### config.mk
export PLATFORM = sky130hd
export DESIGN_NAME = ddr_wr_lane
export DESIGN_NICKNAME = d
export VERILOG_FILES = /design/src/rtl/dwl_pkg.sv /design/src/rtl/dwl_sequencer.sv /design/src/rtl/dwl_beat_store.sv /design/src/rtl/dwl_out_stage.sv /design/src/rtl/ddr_wr_lane.sv
export SDC_FILE = /design/constraint.sdc
export NUM_CORES = 1
export LEC_CHECK = 0
export BUFFER_PORTS_ARGS = -buffer_cell sky130_fd_sc_hd__buf_2
export CAP_MARGIN = 20
export CORE_UTILIZATION = 47
export DETAILED_ROUTE_END_ITERATION = 7
export HOLD_SLACK_MARGIN = 0.12
export PLACE_DENSITY = 0.83
export SETUP_SLACK_MARGIN = 0.2
export SYNTH_ARGS = -nofsm -noshare
export SYNTH_HDL_FRONTEND = slang
export SYNTH_SLANG_ARGS = --single-unit
export TNS_END_PERCENT = 50
### constraint.sdc
create_clock -name clk -period 2.6 [get_ports clk]
set_input_delay 0.13 -clock clk [delete_from_list [all_inputs] [get_ports clk]]
set_output_delay 0.13 -clock clk [all_outputs]
set_load 0.02 [all_outputs]
### src/rtl/dwl_pkg.sv
package dwl_pkg;
  typedef enum logic [1:0] {
    ST_IDLE = 2'd0,
    ST_PRE  = 2'd1,
    ST_DATA = 2'd2,
    ST_POST = 2'd3
  } lane_st_e;

  localparam int PHASES = 4;
  localparam int PH_W   = 2;
endpackage

### src/rtl/dwl_sequencer.sv
module dwl_sequencer
  import dwl_pkg::*;
#(
  parameter int BURST_LEN = 8
) (
  input  logic                 clk,
  input  logic                 rst,
  input  logic                 req_valid,
  output logic                 req_ready,
  output logic                 accept,
  output lane_st_e             state,
  output logic [PH_W-1:0]      phase,
  output logic [$clog2(BURST_LEN)-1:0] beat_idx
);
  localparam int PERIODS = BURST_LEN / 2;
  localparam int PER_W   = (PERIODS > 1) ? $clog2(PERIODS) : 1;
  localparam int BW      = $clog2(BURST_LEN);
  localparam logic [PER_W-1:0] LAST_PER = PER_W'(PERIODS - 1);
  localparam logic [PH_W-1:0]  LAST_PH  = PH_W'(PHASES - 1);

  logic [PER_W-1:0] period;

  assign req_ready = (state == ST_IDLE);
  assign accept    = req_valid && req_ready;
  assign beat_idx  = BW'({period, phase[1]});

  always_ff @(posedge clk) begin
    if (rst) begin
      state  <= ST_IDLE;
      phase  <= '0;
      period <= '0;
    end else begin
      case (state)
        ST_IDLE: begin
          phase  <= '0;
          period <= '0;
          if (accept) state <= ST_PRE;
        end
        ST_PRE: begin
          phase <= phase + 1'b1;
          if (phase == LAST_PH) begin
            state  <= ST_DATA;
            period <= '0;
          end
        end
        ST_DATA: begin
          phase <= phase + 1'b1;
          if (phase == LAST_PH) begin
            if (period == LAST_PER) state <= ST_POST;
            else period <= period + 1'b1;
          end
        end
        default: begin
          phase <= phase + 1'b1;
          if (phase == LAST_PH) state <= ST_IDLE;
        end
      endcase
    end
  end

  AST_ACCEPT_STARTS_PRE: assert property (@(posedge clk) disable iff (rst)
    accept |=> (state == ST_PRE && phase == '0));

  AST_BUSY_HOLDS: assert property (@(posedge clk) disable iff (rst)
    (state == ST_DATA) |=> (state != ST_IDLE));
endmodule

### src/rtl/dwl_beat_store.sv
module dwl_beat_store #(
  parameter int BURST_LEN = 8,
  parameter int DQ_W      = 8
) (
  input  logic                          clk,
  input  logic                          rst,
  input  logic                          load,
  input  logic [BURST_LEN*DQ_W-1:0]     load_data,
  input  logic [BURST_LEN-1:0]          load_mask,
  input  logic [$clog2(BURST_LEN)-1:0]  rd_idx,
  output logic [DQ_W-1:0]               rd_data,
  output logic                          rd_mask
);
  logic [DQ_W-1:0]      beat_mem [BURST_LEN];
  logic [BURST_LEN-1:0] mask_q;

  for (genvar b = 0; b < BURST_LEN; b++) begin : g_beat
    always_ff @(posedge clk) begin
      if (load) beat_mem[b] <= load_data[b*DQ_W +: DQ_W];
    end
  end

  always_ff @(posedge clk) begin
    if (rst)       mask_q <= '0;
    else if (load) mask_q <= load_mask;
  end

  assign rd_data = beat_mem[rd_idx];
  assign rd_mask = mask_q[rd_idx];
endmodule

### src/rtl/dwl_out_stage.sv
module dwl_out_stage
  import dwl_pkg::*;
#(
  parameter int DQ_W = 8
) (
  input  logic             clk,
  input  logic             rst,
  input  lane_st_e         state,
  input  logic [PH_W-1:0]  phase,
  input  logic [DQ_W-1:0]  beat_data,
  input  logic             beat_mask,
  output logic [DQ_W-1:0]  dq_o,
  output logic             dq_oe,
  output logic             dqs_o,
  output logic             dqs_oe,
  output logic             dm_o,
  output logic             dm_oe
);
  logic in_window, in_burst, strobe_hi;

  assign in_burst  = (state != ST_IDLE);
  assign in_window = (state == ST_DATA);
  assign strobe_hi = in_window && (phase[0] ^ phase[1]);

  for (genvar i = 0; i < DQ_W; i++) begin : g_dq
    always_ff @(posedge clk) begin
      if (rst) dq_o[i] <= 1'b0;
      else     dq_o[i] <= in_window & beat_data[i];
    end
  end

  always_ff @(posedge clk) begin
    if (rst) begin
      dq_oe  <= 1'b0;
      dqs_o  <= 1'b0;
      dqs_oe <= 1'b0;
      dm_o   <= 1'b0;
      dm_oe  <= 1'b0;
    end else begin
      dq_oe  <= in_window;
      dm_oe  <= in_window;
      dm_o   <= in_window & beat_mask;
      dqs_oe <= in_burst;
      dqs_o  <= strobe_hi;
    end
  end

  AST_IDLE_QUIET: assert property (@(posedge clk) disable iff (rst)
    !dqs_oe |-> (!dq_oe && !dm_oe && !dqs_o && !dm_o));

  AST_PRE_LOW: assert property (@(posedge clk) disable iff (rst)
    $rose(dqs_oe) |-> (!dqs_o && !dq_oe));

  AST_EDGE_CENTRED: assert property (@(posedge clk) disable iff (rst)
    (dq_oe && $past(dq_oe) && !$stable(dq_o)) |-> $stable(dqs_o));

  AST_DM_TRACKS_DQ: assert property (@(posedge clk) disable iff (rst)
    dq_oe |-> dm_oe);

  AST_POST_LOW: assert property (@(posedge clk) disable iff (rst)
    $fell(dqs_oe) |-> ($past(!dqs_o) && $past(!dq_oe)));
endmodule

### src/rtl/ddr_wr_lane.sv
module ddr_wr_lane
  import dwl_pkg::*;
#(
  parameter int DQ_W       = 8,
  parameter int BURST_LEN  = 8,
  parameter bit LOW_POWER  = 1'b0
) (
  input  logic                      clk,
  input  logic                      rst,
  input  logic                      req_valid,
  output logic                      req_ready,
  input  logic [BURST_LEN*DQ_W-1:0] req_data,
  input  logic [BURST_LEN-1:0]      req_mask,
  output logic [DQ_W-1:0]           dq_o,
  output logic                      dq_oe,
  output logic                      dqs_o,
  output logic                      dqs_oe,
  output logic                      dm_o,
  output logic                      dm_oe
);
  localparam int BW = $clog2(BURST_LEN);

  initial begin
    assert ((DQ_W == 8) || (DQ_W == 4 && !LOW_POWER))
      else $error("DQ_W must be 8, or 4 outside low-power mode");
  end

  logic            accept;
  lane_st_e        state;
  logic [PH_W-1:0] phase;
  logic [BW-1:0]   beat_idx;
  logic [DQ_W-1:0] beat_data;
  logic            beat_mask;

  dwl_sequencer #(.BURST_LEN(BURST_LEN)) u_seq (
    .clk       (clk),
    .rst       (rst),
    .req_valid (req_valid),
    .req_ready (req_ready),
    .accept    (accept),
    .state     (state),
    .phase     (phase),
    .beat_idx  (beat_idx)
  );

  dwl_beat_store #(.BURST_LEN(BURST_LEN), .DQ_W(DQ_W)) u_store (
    .clk       (clk),
    .rst       (rst),
    .load      (accept),
    .load_data (req_data),
    .load_mask (req_mask),
    .rd_idx    (beat_idx),
    .rd_data   (beat_data),
    .rd_mask   (beat_mask)
  );

  dwl_out_stage #(.DQ_W(DQ_W)) u_out (
    .clk       (clk),
    .rst       (rst),
    .state     (state),
    .phase     (phase),
    .beat_data (beat_data),
    .beat_mask (beat_mask),
    .dq_o      (dq_o),
    .dq_oe     (dq_oe),
    .dqs_o     (dqs_o),
    .dqs_oe    (dqs_oe),
    .dm_o      (dm_o),
    .dm_oe     (dm_oe)
  );

  AST_READY_LOW_IN_BURST: assert property (@(posedge clk) disable iff (rst)
    (dq_oe || (dqs_oe && !$past(dqs_oe))) |-> !req_ready);
endmodule

; After elaboration in Yosys (flattened, before gate mapping)
; Memories as Yosys holds them, arrays and structs flattened.
; Index checks and enable logic that the tools add are counted.
[totals]
elab_cells = 61
mem_count = 1
latch_bits = 0
mem_bits_ro = 0
reg_bits = 26
inputBits = 75
mem_bits_rw = 64
[mem_list]
columns = name, words, width, rd, rd_clocked_by_memory_dff, write_ports, line_no
row1 = u_store.beat_mem, 8, 8, 1, 0, 8, dwl_beat_store.sv:14  ; logic [DQ_W-1:0] beat_mem [BURST_LEN];
[classes]
magnitude_cmp = 1
mul = 0
muxes = 13
eq_ne = 9
bitwise = 10
n_reduce_logical = 9
shift = 0
div = 0
add_sub_neg = 2
[op_table]
columns = operator, n
row1 = $mux W2, 7
row2 = $pmux W2 S3, 2
row3 = $and A1 B1 Y1, 9
row4 = $ne A2 B2 Y1 const B, 4
row5 = $eq A2 B2 Y1 const B, 3
row6 = $reduce_and A5 Y1, 1
row7 = $add A2 B1 Y2 const B, 2
row8 = $lt A3 B4 Y1 const B, 1
row9 = $reduce_and A4 Y1, 1
row10 = $reduce_bool A2 Y1, 2
row11 = $bmux W1 S3, 1
row12 = $mux W1, 3
row13 = $reduce_bool A3 Y1, 1
row14 = $eq A2 B1 Y1 const B, 1
row15 = $logic_and A1 B1 Y1, 2
row16 = $logic_not A2 Y1, 1
row17 = $ne A2 B1 Y1 const B, 1
row18 = $reduce_or A2 Y1, 1
row19 = $xor A1 B1 Y1, 1

; Depth between registers and ports, before layout
; Gate-level depths: netlist of the first run.
[logic_depth]
ltp_word = 4
ltp_mapped = 6
depth_no_buf = 5

; Modules after synthesis
; From an unflattened synthesis of the first run, not the netlist that was laid out.
[unflattened]
hier_cells = 187
hier_area_um2 = 3520.9
[modules_own_cells]
columns = module, cells_per_inst, instances, area_each_um2
row1 = dwl_beat_store, 122, 1, 2817.7
row2 = dwl_out_stage, 28, 1, 359.1
row3 = dwl_sequencer, 37, 1, 344.1

; Least setup slack after synthesis of the first run
; OpenSTA, ideal clock, no wires.
[synth_timing]
kind = flip-flop to flip-flop
start = register u_seq.state[0]
end = memory u_store.beat_mem[0][0], enable pin
path_stages_with_launch = 6
n_path_buf = 1
setup_slack_ns = -0.183
arrival_time_ns = 2.365
period_less_slack_ns = 2.783
path_cell_list = dfxtp_1 > inv_1 > ha_1 > clkbuf_1 > nand2_1 > inv_1
[synth_rtl]
columns = element, line_no
row1 = start: declaration, dwl_sequencer.sv:11  ; output lane_st_e state,
row2 = start signal: assignment, dwl_sequencer.sv:29  ; state <= ST_IDLE;
row3 = start signal: assignment, dwl_sequencer.sv:37  ; if (accept) state <= ST_PRE;
row4 = start signal: assignment, dwl_sequencer.sv:42  ; state <= ST_DATA;
row5 = end: declaration, dwl_beat_store.sv:14

==> results of run 1 <==
[routing by layer]
| layer | up-vias | wire (um) | part of all wire |
|---|---|---|---|
| li1 | 1078 | - | - |
| met1 | 1104 | 3180 | 0.40 |
| met2 | 86 | 4340 | 0.54 |
| met3 | 8 | 452 | 0.056 |
| met4 | 0 | 60 | 0.0075 |
| met5 | - | 0 | 0 |
[final timing paths]
kind / from / cells after the start / endpoint
worst min-delay path: rst / 2 / u_out.dm_oe
worst max register to register: u_seq.state[1] / 5 / u_store.beat_mem[4][6]
worst max-delay path: u_seq.state[1] / 5 / u_store.beat_mem[4][6]
worst min register to register: u_seq.phase[0] / 1 / u_seq.phase[0]
[registers in the layout, indices dropped and copies added, names as in the netlist]
register / count
u_seq.state: 2
u_store.beat_mem: 64
u_out.dqs_oe: 1
u_seq.phase: 2
u_out.dm_o: 1
u_out.dqs_o: 1
u_out.dq_o: 8
u_store.mask_q: 8
u_out.dm_oe: 1
u_seq.period: 2
[layout by cell type, fill, tap and decap left out, types with 8 or more instances in the layout]
master                          Yosys  layout
sky130_fd_sc_hd__edfxtp_1          64      64
sky130_fd_sc_hd__ha_1               8       8
sky130_fd_sc_hd__a21oi_1           11      11
sky130_fd_sc_hd__dfxtp_1           26      26
sky130_fd_sc_hd__buf_2              0      88
sky130_fd_sc_hd__dlygate4sd3_1      0      72
sky130_fd_sc_hd__a22o_1             9       9
sky130_fd_sc_hd__nand2_1            9       8
sky130_fd_sc_hd__nand3_1            8       8
sky130_fd_sc_hd__mux4_2            10      10
sky130_fd_sc_hd__clkbuf_8           0       9
sky130_fd_sc_hd__mux4_1             8       8
[critical path, stage by stage, from the launching register on]
cell,delay [ps]
sky130_fd_sc_hd__dfxtp_1,420
sky130_fd_sc_hd__inv_1,100
sky130_fd_sc_hd__ha_1,310
sky130_fd_sc_hd__nand2_2,220
sky130_fd_sc_hd__clkinvlp_4,390
sky130_fd_sc_hd__buf_12,320
[final cells by class]
| cell class | count | share of cell area |
|---|---|---|
| Multi-Input combinational cell | 85 | 0.186 |
| Sequential cell | 90 | 0.502 |
| Tap cell | 96 | 0.0247 |
| Clock buffer | 9 | 0.0254 |
| Timing Repair Buffer | 164 | 0.250 |
| Inverter | 4 | 0.00386 |
| Clock inverter | 7 | 0.00874 |
[logic make-up (layout without fill, tap and decap cells)]
| group | Yosys count | count (layout) | share of synthesized area |
|---|---|---|---|
| and+or+nand+nor | 31 | 31 | 0.0501 |
| muxes | 19 | 19 | 0.130 |
| adders and majority gates | 8 | 8 | 0.0292 |
| AOI/OAI and AO/OA | 27 | 27 | 0.0541 |
| buffers and inverters | 14 | 184 | 0.0234 |
| DFF | 90 | 90 | 0.713 |
[through the flow]
| step | utilization | worst slack (ps) | hold WS [ps] | instances |
|---|---|---|---|---|
| 3_3_place_gp | 0.576 | 658 | 306 | 367 |
| 4_1_cts | 0.705 | 559 | 129 | 455 |
| 5_1_grt | 0.705 | 424 | 141 | 455 |
| 6_report | 0.705 | 575 | 144 | 455 |
| 3_5_place_dp | 0.576 | 581 | 308 | 367 |
| 2_1_floorplan | - | 262 | 229 | 189 |
[synthesized netlist by cell type (all sizes together) (4+ instances only)]
library cell  count  area (um2)
a21oi            11        55.1
a22o              9        78.8
buf               5        46.3
clkbuf            5        18.8
dfxtp            26         521
edfxtp           64        1920
ha                8         100
inv               4        15.0
mux4             18         435
nand2             9        33.8
nand3             8        40.0
[timing repair]
action,4_1_cts,5_1_grt
setup buffers,0,0
hold buffers,72,0
endpoints found under the hold margin,72,0
setup endpoints to repair,0,0
[report_power, final]
part           leakage, nW  switching, W  total (W)  internal (W)
logic                 1.01      0.000419   0.000795      0.000376
registers            0.825     0.0000881    0.00196       0.00187
clock network       0.0849      0.000491   0.000836      0.000345
==> impl_results.md, run 1 <==
* Synth Warn # at 0
* Synthesized area divided by synthesized cell count at 18.1 um2
* CP Class: register to register
* Buffers from clock root to sink, at most at 2
* Ports placed on the boundary at 89
* Total global-route track usage at 0.227
* Global-route congestion overflow total at 0
* Total cell area at the placement stage at 3980 um2
* Crit path launch type: register
* Port-buffer cells at 88
* Remaining routing DRC violations at 0
* Number of slew-limit violations in the final report at 0
* Worst endpoint required time at 2700 ps
* FILL cells at 460
* Setup slack of the worst register-to-register path at 580 ps
* Met2 usage at 0.416
* Number of iterations in the first detailed-routing pass at 4
* Syn nets at 272
* Most used routing layer in global routing: met2
* Overall via count from detail_route at 2,276
* Run status: complete, no violations
* GR Util met1 at 0.263
* Last weighted congestion value of the routability-driven placer at 0.713
* Gate count of the mapped netlist at 189
* Area used by sequential logic in the layout at 2440 um2
* Number of flops mapped to enable cells by yosys at 64
* Overall power at 0.00359 W
* Fraction of layout cells with a size suffix above 1 at 0.334
* Total inserted antenna cells at 0
* DIE HEIGHT at 87.4 um
* Post-Syn Area at 3420 um2
* Max_slew headroom at 0.444
* Final Net Count at 437
* Area of the die at 7630 um2
* Count of cell types in the netlist at 29
* CTS H-Tree Depth at 3
* Number of max-cap violations at 0
* RSZ-0062 raised after global routing: false
* Type of the worst min-delay path: input pin to register
* Number of antenna violations at the first check in global routing at 0
* Placed wire-length estimate at 4220 um
* Static power due to leakage at 1.92 nW
* Number of global-route vias before repair at 2,517
* Share of async-settable or async-resettable flops after synthesis at 0
* Cts bufs inserted at 9
* Clock-pin slew reported for the worst setup and hold paths after clock tree synthesis at 90 ps
* Clk root buf: sky130_fd_sc_hd__clkbuf_8
* Via density per instance at 5.00
* Maximum number of pins on one net before global-route repair at 32
* Period minus WS final at 2020 ps
* Crit path arrival time at 2130 ps
* Ratio of final minimum period to clock period at 0.779
* Initial Utilization at 0.496
* Seq/Total Area, Yosys at 0.713
* Least-Margin Pin Slew at 830 ps
* Overall die width at 87.4 um
* Detailed router's first-iteration violation count at 99
* Summed area of non-filler cells in the final layout at 4870 um2
* Core Box Area at 6910 um2
* Final Hold Violating Endpoints at 0
* Peak supply drop at 0.000435 V
* TritonCTS clock tree: yes
* Total Wirelength at 8030 um
* Fmax at 494 MHz
* GR Layer Usage met3 at 0.0559
* Layout Area Growth over Synthesis at 42.2%
* Power density over the cells at 737 nW/um2
* Total negative setup slack at 0 ps
* Primary FF master, synth: sky130_fd_sc_hd__edfxtp_1
* Area of the multi-input gates at 905 um2
* Number of storage elements in the synthesis netlist at 90
* Setup-violating endpoint count in the final report at 0
* Post-detailed-route wirelength per cell at 17.7 um
* Worst-skew pair later-pin latency at 340 ps
* Wire length of the first global-routing pass at 12,400 um
* Post-DRT Antenna Nets at 0
* Clock tree sinks at 90
* Number of placement rows at 30
* Post-CTS Resized at 0
* Worst clock skew at 7.99 ps
* Kind of end point of the critical path: register
* Critical-path maximum fanout at 31
Note: power is estimated with default switching activity, not from simulation.
==> run 2, diff against run 1 <==
--- a/config.mk
+++ b/config.mk
@@ -7,10 +7,10 @@
 export LEC_CHECK = 0
 export BUFFER_PORTS_ARGS = -buffer_cell sky130_fd_sc_hd__buf_2
 export CAP_MARGIN = 20
-export CORE_UTILIZATION = 47
+export CORE_UTILIZATION = 52
 export DETAILED_ROUTE_END_ITERATION = 7
 export HOLD_SLACK_MARGIN = 0.12
-export PLACE_DENSITY = 0.83
+export PLACE_DENSITY = 0.87
 export SETUP_SLACK_MARGIN = 0.2
 export SYNTH_ARGS = -nofsm -noshare
 export SYNTH_HDL_FRONTEND = slang
==> constraint.sdc (replaced) <==
create_clock -name clk -period 2 [get_ports clk]
set_input_delay 0.1 -clock clk [delete_from_list [all_inputs] [get_ports clk]]
set_output_delay 0.1 -clock clk [all_outputs]
set_load 0.02 [all_outputs]
==> run 2 against run 1 <==
Compared with the run above: core utilization up 7.2 points; hold slack worse by 5.9 ps; clock power up 52%; largest cell class unchanged; largest power group unchanged.
==> impl_results.md, run 2 (same netlist as run 1, synthesis figures left out) <==
* Last weighted congestion value of the routability-driven placer at 0.762
* FILL cells at 336
* Number of placement rows at 29
* Port-buffer cells at 88
* Reg-to-Reg Start: u_seq.state[0]
* Via density per instance at 5.40
* TritonCTS clock tree: yes
* Buffers from clock root to sink, at most at 2
* Clk root buf: sky130_fd_sc_hd__clkbuf_8
* Crit path from: u_seq.state[0]
* Peak supply drop at 0.000752 V
* Cell family contributing the most delay on the critical path: simple AND/OR/NAND/NOR gates
* Initial Utilization at 0.539
* Reg2reg end: u_out.dq_o[2]
* Final Net Count at 441
* Worst Reg2Reg Path Length in Cells at 5
* Placed wire-length estimate at 4050 um
* Chain of cells forming the critical path: inv_2 > ha_1 > nor3b_2 > buf_4 > a22o_1
* Total negative setup slack at 0 ps
* Overall die width at 83.2 um
* Fmax at 633 MHz
* Hold Path Origin: req_valid
* Summed area of non-filler cells in the final layout at 4930 um2
* Post-CTS setup buffer count at 0
* Period minus WS final at 1580 ps
* Core Box Area at 6350 um2
* DIE HEIGHT at 83.2 um
* Number of iterations in the first detailed-routing pass at 5
* Static power due to leakage at 1.95 nW
* Wire length of the first global-routing pass at 12,900 um
* Number of global-route vias before repair at 2,516
* Remaining routing DRC violations at 0
* CP Class: register to register
* Clock tree sinks at 90
* Post-detailed-route wirelength per cell at 18.6 um
* Hold endpoint: u_store.mask_q[1]
* Kind of end point of the critical path: register
* Overall via count from detail_route at 2,376
* Fraction of layout cells with a size suffix above 1 at 0.350
* Number of antenna violations at the first check in global routing at 0
* Detailed router's first-iteration violation count at 153
* Ratio of final minimum period to clock period at 0.790
* Layout Area Growth over Synthesis at 44.1%
* Area of the die at 6910 um2
* Maximum number of pins on one net before global-route repair at 65
* Most flop-heavy register: u_store.beat_mem
* Max incr delay on CP at 400 ps
* Total global-route track usage at 0.254
* Commonest non-fill, non-tap cell in the layout: sky130_fd_sc_hd__buf_2
* Number of max-cap violations at 0
* Cts bufs inserted at 9
* Worst hold-check slack at 138 ps
* Slowest cell on the critical path: sky130_fd_sc_hd__nor3b_2
* Ports placed on the boundary at 89
* Crit path arrival time at 1880 ps
* Worst endpoint required time at 2300 ps
* Largest registers: u_store.beat_mem x64, u_out.dq_o x8, u_store.mask_q x8
* CTS H-Tree Depth at 3
* Global-route congestion overflow total at 0
* Final Hold Violating Endpoints at 0
* Critical-path maximum fanout at 6
* Run status: complete, no violations
* Worst clock skew at 9.24 ps
* Post-DRT Antenna Nets at 0
* Setup slack of the worst register-to-register path at 420 ps
* Max_slew headroom at 0.695
* Least-Margin Pin Slew at 458 ps
* Power density over the cells at 997 nW/um2
* Total Wirelength at 8200 um
* Area of the multi-input gates at 931 um2
* Post-CTS Hold Fix Bufs at 75
* Setup-violating endpoint count in the final report at 0
* Buffers plus inverters on the worst setup path at 2
* Worst-skew pair later-pin latency at 360 ps
* Area used by sequential logic in the layout at 2440 um2
* Commonest cells after routing, fill and taps aside: sky130_fd_sc_hd__buf_2, sky130_fd_sc_hd__dlygate4sd3_1, sky130_fd_sc_hd__edfxtp_1
* RSZ-0062 raised after global routing: false
* Count of cells along the worst hold path at 3
* Clock-pin slew reported for the worst setup and hold paths after clock tree synthesis at 90 ps
* Number of slew-limit violations in the final report at 0
* Type of the worst min-delay path: input pin to register
* Crit path launch type: register
* Total inserted antenna cells at 0
* Max FFs per register at 64
* Post-CTS Resized at 0
* Overall power at 0.00492 W
* Total cell area at the placement stage at 3980 um2
-- run 2: cell types whose count changed in the layout (fill, tap and decap cells not counted), moves of 2 or more --
cell	previous run	this run
sky130_fd_sc_hd__buf_4	2	4
sky130_fd_sc_hd__clkinv_1	2	0
sky130_fd_sc_hd__clkinv_2	2	0
sky130_fd_sc_hd__clkinv_4	0	2
sky130_fd_sc_hd__dfxtp_1	26	24
sky130_fd_sc_hd__dfxtp_2	0	2
sky130_fd_sc_hd__dlygate4sd3_1	72	75
sky130_fd_sc_hd__inv_1	3	1
sky130_fd_sc_hd__inv_2	0	2
-- run 2: final cells by class --
class                      count  share of cell area
clock buffer                  10              0.0259
sequential                    90               0.495
timing repair buffer         168               0.252
tap                           77              0.0195
inverter                       4             0.00380
clock inverter                 6              0.0152
multi-input combinational     85               0.189
-- run 2: metrics by stage --
| stage | utilization | setup WS (ps) | cells |
|---|---|---|---|
| 3_3_place_gp | 0.627 | 533 | 349 |
| 2_1_floorplan | - | -96.0 | 189 |
| 3_5_place_dp | 0.627 | 466 | 349 |
| 6_report | 0.777 | 420 | 440 |
| 4_1_cts | 0.777 | 452 | 440 |
| 5_1_grt | 0.777 | 343 | 440 |
-- run 2: worst max-delay path by stage --
stage	to	slack [ps]	cells past startpoint
6_report	u_out.dq_o[2]	420	5
5_1_grt	u_out.dq_o[2]	340	5
4_1_cts	u_out.dq_o[2]	450	3
3_5_place_dp	u_out.dq_o[2]	470	3
3_3_place_gp	u_out.dq_o[4]	530	3
2_1_floorplan	u_store.beat_mem[0][0]	-100	5
-- run 2: where the power goes --
part	total [W]	leakage, nW	internal, W	switching (W)
logic	0.00109	1.03	0.000515	0.000579
registers	0.00256	0.826	0.00243	0.000125
clock network	0.00127	0.0990	0.000596	0.000672
-- run 2: routing by layer --
layer / up-vias / part of all wire / GRT usage
li1: 1086 / - / -
met1: 1166 / 0.37 / 0.299
met2: 105 / 0.54 / 0.446
met3: 19 / 0.062 / 0.0736
met4: 0 / 0.024 / 0.0893
met5: - / 0 / 0
-- run 2: tightest hold or removal path: cells and delay by family --
family | cells | cell delay, ps
AO/OA/AOI/OAI | 1 | 50
buffers and inverters | 1 | 190
AND/OR/NAND/NOR | 1 | 110
